`src/rtl/cr_exec_pkg.sv`:
```
package cr_exec_pkg;

   typedef enum logic [2:0] {
      CR_OP_LOGIC    = 3'd0,
      CR_OP_FCOPY    = 3'd1,
      CR_OP_MTMULTI  = 3'd2,
      CR_OP_MTSINGLE = 3'd3,
      CR_OP_MFALL    = 3'd4,
      CR_OP_MFSINGLE = 3'd5,
      CR_OP_SELECT   = 3'd6,
      CR_OP_IDLE     = 3'd7
   } cr_op_e;

   localparam int CR_OP_W = 3;

endpackage

```
`src/rtl/cr_mask_expand.sv`:
```
module cr_mask_expand #(
   parameter int NF = 8,
   parameter int FW = 4
) (
   input  logic [NF-1:0]    fmask_i,
   output logic [NF*FW-1:0] bitmask_o
);

   for (genvar g = 0; g < NF; g++) begin : g_slot
      assign bitmask_o[g*FW +: FW] = {FW{fmask_i[g]}};
   end

endmodule

```
`src/rtl/cr_msb_picker.sv`:
```
module cr_msb_picker #(
   parameter int W = 8
) (
   input  logic [W-1:0] req_i,
   output logic [W-1:0] grant_o
);

   if (W < 1) begin : g_bad
      $error("cr_msb_picker: W must be at least 1");
   end

   for (genvar g = 0; g < W; g++) begin : g_pick
      if (g == W-1) begin : g_top
         assign grant_o[g] = req_i[g];
      end else begin : g_rest
         assign grant_o[g] = req_i[g] & ~(|req_i[W-1:g+1]);
      end
   end

endmodule

```
`src/rtl/cr_bit_logic.sv`:
```
module cr_bit_logic #(
   parameter int CRW  = 32,
   parameter int SELW = $clog2(CRW)
) (
   input  logic [CRW-1:0]  cr_i,
   input  logic [SELW-1:0] sel_a_i,
   input  logic [SELW-1:0] sel_b_i,
   input  logic [SELW-1:0] sel_t_i,
   input  logic [3:0]      tt_i,
   output logic [CRW-1:0]  cr_o
);

   localparam logic [SELW-1:0] TOP = SELW'(CRW-1);

   logic [SELW-1:0] pos_a, pos_b, pos_t;
   logic [1:0]      tt_idx;

   assign pos_a  = TOP - sel_a_i;
   assign pos_b  = TOP - sel_b_i;
   assign pos_t  = TOP - sel_t_i;
   assign tt_idx = {cr_i[pos_a], cr_i[pos_b]};

   always_comb begin
      cr_o        = cr_i;
      cr_o[pos_t] = tt_i[tt_idx];
   end

endmodule

```
`src/rtl/cr_field_copy.sv`:
```
module cr_field_copy #(
   parameter int NF  = 8,
   parameter int FW  = 4,
   parameter int FIW = $clog2(NF)
) (
   input  logic [NF*FW-1:0] cr_i,
   input  logic [FIW-1:0]   src_i,
   input  logic [FIW-1:0]   dst_i,
   output logic [NF*FW-1:0] cr_o
);

   logic [FW-1:0] picked;

   always_comb begin
      picked = '0;
      for (int n = 0; n < NF; n++) begin
         if (src_i == FIW'(n)) picked = cr_i[(NF-1-n)*FW +: FW];
      end
   end

   for (genvar n = 0; n < NF; n++) begin : g_fld
      assign cr_o[(NF-1-n)*FW +: FW] =
         (dst_i == FIW'(n)) ? picked : cr_i[(NF-1-n)*FW +: FW];
   end

endmodule

```
`src/rtl/cr_exec_unit.sv`:
```
module cr_exec_unit #(
   parameter int NF    = 8,
   parameter int FW    = 4,
   parameter int REG_W = 64,
   localparam int CRW  = NF*FW,
   localparam int SELW = $clog2(CRW),
   localparam int FIW  = $clog2(NF)
) (
   input  logic [2:0]       op_i,
   input  logic [SELW-1:0]  sel_a_i,
   input  logic [SELW-1:0]  sel_b_i,
   input  logic [SELW-1:0]  sel_t_i,
   input  logic [3:0]       tt_i,
   input  logic [FIW-1:0]   fld_src_i,
   input  logic [FIW-1:0]   fld_dst_i,
   input  logic [NF-1:0]    fmask_i,
   input  logic [REG_W-1:0] opa_i,
   input  logic [REG_W-1:0] opb_i,
   input  logic [CRW-1:0]   cr_i,
   output logic [CRW-1:0]   cr_o,
   output logic             cr_we_o,
   output logic [REG_W-1:0] res_o,
   output logic             res_we_o
);
   import cr_exec_pkg::*;

   if (REG_W < CRW) begin : g_chk_w
      $error("cr_exec_unit: REG_W must hold the whole condition register");
   end
   if (NF < 2 || FW < 1) begin : g_chk_nf
      $error("cr_exec_unit: need at least two fields of one bit");
   end
   if ((1 << SELW) != CRW) begin : g_chk_pow
      $error("cr_exec_unit: register width must be a power of two");
   end

   localparam logic [SELW-1:0] TOP = SELW'(CRW-1);

   cr_op_e          op;
   logic [CRW-1:0]  cr_logic, cr_copy, multi_mask, single_mask;
   logic [NF-1:0]   picked_mask;
   logic [CRW-1:0]  src_low;
   logic            cond_bit;

   assign op      = cr_op_e'(op_i);
   assign src_low = opa_i[CRW-1:0];

   cr_bit_logic #(.CRW(CRW), .SELW(SELW)) u_logic (
      .cr_i   (cr_i),
      .sel_a_i(sel_a_i),
      .sel_b_i(sel_b_i),
      .sel_t_i(sel_t_i),
      .tt_i   (tt_i),
      .cr_o   (cr_logic)
   );

   cr_field_copy #(.NF(NF), .FW(FW), .FIW(FIW)) u_copy (
      .cr_i (cr_i),
      .src_i(fld_src_i),
      .dst_i(fld_dst_i),
      .cr_o (cr_copy)
   );

   cr_msb_picker #(.W(NF)) u_pick (
      .req_i  (fmask_i),
      .grant_o(picked_mask)
   );

   cr_mask_expand #(.NF(NF), .FW(FW)) u_exp_multi (
      .fmask_i  (fmask_i),
      .bitmask_o(multi_mask)
   );

   cr_mask_expand #(.NF(NF), .FW(FW)) u_exp_single (
      .fmask_i  (picked_mask),
      .bitmask_o(single_mask)
   );

   assign cond_bit = cr_i[TOP - sel_a_i];

   always_comb begin
      cr_o     = cr_i;
      cr_we_o  = 1'b0;
      res_o    = '0;
      res_we_o = 1'b0;
      unique case (op)
         CR_OP_LOGIC: begin
            cr_o    = cr_logic;
            cr_we_o = 1'b1;
         end
         CR_OP_FCOPY: begin
            cr_o    = cr_copy;
            cr_we_o = 1'b1;
         end
         CR_OP_MTMULTI: begin
            cr_o    = (src_low & multi_mask) | (cr_i & ~multi_mask);
            cr_we_o = 1'b1;
         end
         CR_OP_MTSINGLE: begin
            cr_o    = (src_low & single_mask) | (cr_i & ~single_mask);
            cr_we_o = 1'b1;
         end
         CR_OP_MFALL: begin
            res_o    = REG_W'(cr_i);
            res_we_o = 1'b1;
         end
         CR_OP_MFSINGLE: begin
            res_o    = REG_W'(cr_i & single_mask);
            res_we_o = 1'b1;
         end
         CR_OP_SELECT: begin
            res_o    = cond_bit ? opa_i : opb_i;
            res_we_o = 1'b1;
         end
         default: begin
            cr_we_o  = 1'b0;
            res_we_o = 1'b0;
         end
      endcase
   end

endmodule

```
`config.mk`:
```
export PLATFORM = sky130hd
export DESIGN_NAME = cr_exec_unit
export DESIGN_NICKNAME = d
export VERILOG_FILES = /design/src/rtl/cr_exec_pkg.sv /design/src/rtl/cr_mask_expand.sv /design/src/rtl/cr_msb_picker.sv /design/src/rtl/cr_bit_logic.sv /design/src/rtl/cr_field_copy.sv /design/src/rtl/cr_exec_unit.sv
export SDC_FILE = /design/constraint.sdc
export NUM_CORES = 1
export LEC_CHECK = 0
export BUFFER_PORTS_ARGS = -buffer_cell sky130_fd_sc_hd__clkbuf_2
export CAP_MARGIN = 20
export CORE_MARGIN = 2
export CORE_UTILIZATION = 51
export DETAILED_ROUTE_END_ITERATION = 12
export PLACE_DENSITY = 0.86
export SYNTH_ARGS = -nofsm -noshare
export SYNTH_HDL_FRONTEND = slang
export SYNTH_HIERARCHICAL = 1
export SYNTH_SLANG_ARGS = --single-unit
```
`constraint.sdc`:
```
create_clock -name vclk -period 2.85
set_clock_uncertainty 0.15 [all_clocks]
set_input_delay 0 -clock vclk [all_inputs]
set_output_delay 0 -clock vclk [all_outputs]
set_load 0.01 [all_outputs]
```
==> impl_metrics.toml <==
[routing]
detail_route.wl_per_cell_um = 20.6
route.antenna.remaining_nets = 0
num_vias = 9058
vias_per_cell = 6.57
wl_um = 28400
detailed_routing_iteration_count_for_the_pre_antenna_repair_pass = 6
detail_route.drc_violations = 0
drt_iter0_markers = 1216

[logic_synthesis]
synth_mux_area_share_pct = 26.0
syn-cell-area_sq_mm = 0.00683
number_of_different_library_cells_in_the_post_synthesis_netlist = 63
combinational_family_with_the_most_area_after_synthesis = "simple AND/OR/NAND/NOR gates"
syn-mean-instance-area_sq_um = 6.80
synth_fp_nets = 1200
compound_gate_portion_of_the_synthesized_area_pct = 27.5
synth.yosys.seq_area_share_pct = 0
syn_inst = 1004
synth_simple_gate_area_share_pct = 29.6
xor_and_xnor_fraction_of_the_mapped_netlist_area_pct = 0
synthesis.yosys.warnings = 6
post_synthesis_share_of_cell_area_spent_on_full_adders_half_adders_and_majority_gates_pct = 0

[critical_path]
arrival_ps = 2660
crit_type = "input pin to primary output"
worst_ep_required_time_ps = 2700
crit_path_max_fanout = 8
critPathCaptureType = "primary output"
setup.worst_path.start_class = "input pin"

[floorplan]
die_area_sq_mm = 0.0143
die_w_um = 120
start_util_pct = 52.0
ios = 294
die_y_um = 120
core_sq_mm = 0.0131
num_rows = 42

[placed_design]
pre_cts_setup_slack_ps = -31.3
count_of_buffers_inserted_at_the_top_level_ports = 294
place.detailed.instances = 1372
globalplace.congestion = 1.03
dpl.hpwl_um = 20900

[min_path]
hp-start = "opb_i[60]"
hold_end = "res_o[60]"
hold_path.class = "input pin to primary output"
holdPathStages = 4

[global_route]
globalRouteTotalUtil_pct = 36.4
grt_antenna_before_repair = 0
grt_first_pass_wirelength_um = 42900
first_global_vias = 8151
overflow = 0
grt_start_max_net_pins = 68

[power_and_ir_drop]
power_per_cell_area_mw_per_mm2 = 195
vdd.ir_drop.worst_uv = 109
p_leak_nw = 3.98

[finish]
final_common_cell = "sky130_fd_sc_hd__clkbuf_2"
sequential_cell_total = 0
final_non_filler_cells = 1378
antenna_cells = 0
fraction_of_final_layout_cells_sized_beyond_drive_strength_1_pct = 33.9
area_occupied_by_registers_sq_um = 0
layout_common_cells = "sky130_fd_sc_hd__clkbuf_2, sky130_fd_sc_hd__nand2_1, sky130_fd_sc_hd__mux2i_1"
fin_nets = 1400
areaGrowthSynthToFinish_pct = 17.2
clock_buffers = 0
layout.filler_cells = 1267

[job]
drv.max_cap_violation_count = 0

[sta]
finalWorstPathRequiredPeriod_ps = 2810
timing.final.ws_setup_ps = 35.1
setup_total_negative_slack_ps = 0
worst_slew_margin_rel_pct = 21.7
maximum_clock_frequency_ghz = 0.355
total_of_endpoints_with_negative_setup_slack_in_the_final_report = 0
final_hold_viol_count = 0
tightest_slew_ps = 1170
drv_slew = 0
timing.final.crit_share_pct = 98.8

[run_status]
outcome = "completed"

[cts]
cts_hold_buffers = 0
-- layout make-up --
type | count | area (sq um) | share of cell area (%)
tap | 176 | 220 | 2.75
multi-input combinational | 841 | 5670 | 70.9
inverter | 3 | 11.3 | 0.141
timing repair buffer | 358 | 2100 | 26.2
-- synth_stat cells, drive strengths merged, types with 4 or more instances --
cell / instances / share of area, %
a21oi: 7 / 0.51
a221o: 32 / 4.7
a221oi: 4 / 0.51
a22o: 32 / 4.1
a22oi: 12 / 1.5
and3: 7 / 0.71
buf: 102 / 13
clkbuf: 51 / 2.9
mux2: 4 / 0.66
mux2i: 137 / 20
mux4: 14 / 5.1
nand2: 168 / 9.2
nand2b: 36 / 3.3
nand3: 69 / 5.1
nand3b: 4 / 0.44
nor2: 76 / 4.2
nor2b: 7 / 0.71
nor3: 33 / 2.5
nor3b: 6 / 0.95
o2111ai: 32 / 4.1
o21ai: 128 / 9.4
o221ai: 4 / 1.2
o22ai: 4 / 0.37
-- cells by family (layout without fill, tap and decap cells) --
group	Yosys count	count (layout)
buffers and inverters	163	361
AND/OR/NAND/NOR	424	424
multiplexers	155	155
AO/OA/AOI/OAI	262	262
-- power by group --
part	internal [W]	switching, W
combinational	0.000658	0.000904
clock	0	0
sequential	0	0
-- metrics by stage --
| step | total power, W | utilization [%] | cell area (sq um) | hold slack (ps) |
|---|---|---|---|---|
| after detailed placement | 0.00142 | 60.0 | 7880 | 187 |
| after global routing | 0.00165 | 60.9 | 8000 | 213 |
| after global placement | 0.00140 | 60.0 | 7880 | 185 |
| after CTS | 0.00146 | 60.4 | 7930 | 190 |
| final | 0.00156 | 60.9 | 8000 | 186 |
| after floorplan | 0.00100 | - | 6830 | -16.0 |
-- worst max-delay path: stages --
cell                        delay [ps]
sky130_fd_sc_hd__clkbuf_2          140
sky130_fd_sc_hd__mux4_2            480
sky130_fd_sc_hd__mux4_2            500
sky130_fd_sc_hd__mux2i_4           260
sky130_fd_sc_hd__buf_6             180
sky130_fd_sc_hd__clkbuf_16         160
sky130_fd_sc_hd__nor2_1             50
sky130_fd_sc_hd__o21ai_0            80
sky130_fd_sc_hd__nand3_1            90
sky130_fd_sc_hd__mux2i_1           200
sky130_fd_sc_hd__nor3_1             90
sky130_fd_sc_hd__a221o_1           290
sky130_fd_sc_hd__clkbuf_2          130
-- how the worst max path moves through the flow --
stage / slack, ps / cells after the start / end / startpoint
after CTS: 30 / 12 / cr_o[2] / sel_b_i[0]
final: 40 / 13 / cr_o[22] / cr_i[21]
after global placement: 40 / 12 / cr_o[11] / sel_b_i[0]
after global routing: -30 / 13 / cr_o[22] / sel_b_i[0]
after floorplan: 410 / 11 / cr_o[22] / sel_b_i[0]
after detailed placement: -30 / 12 / cr_o[22] / sel_b_i[0]
-- layer usage --
| metal | vias up | part of all wire, % | GRT usage (%) |
|---|---|---|---|
| met5 | - | 0 | 0 |
| met4 | 0 | 4.4 | 15.5 |
| met3 | 102 | 14 | 8.46 |
| met2 | 769 | 44 | 57.6 |
| met1 | 4115 | 38 | 47.3 |
| li1 | 4072 | - | - |
-- repair_timing --
action | 4_1_cts | 5_1_grt
resized for setup | 2 | 18
pin swaps | 0 | 2
cloned | 1 | 2
endpoints found under the setup margin | 7 | 31
buffers inserted | 1 | 2
endpoints found under the hold margin | 0 | 0
(Power assumes the default switching activity.)
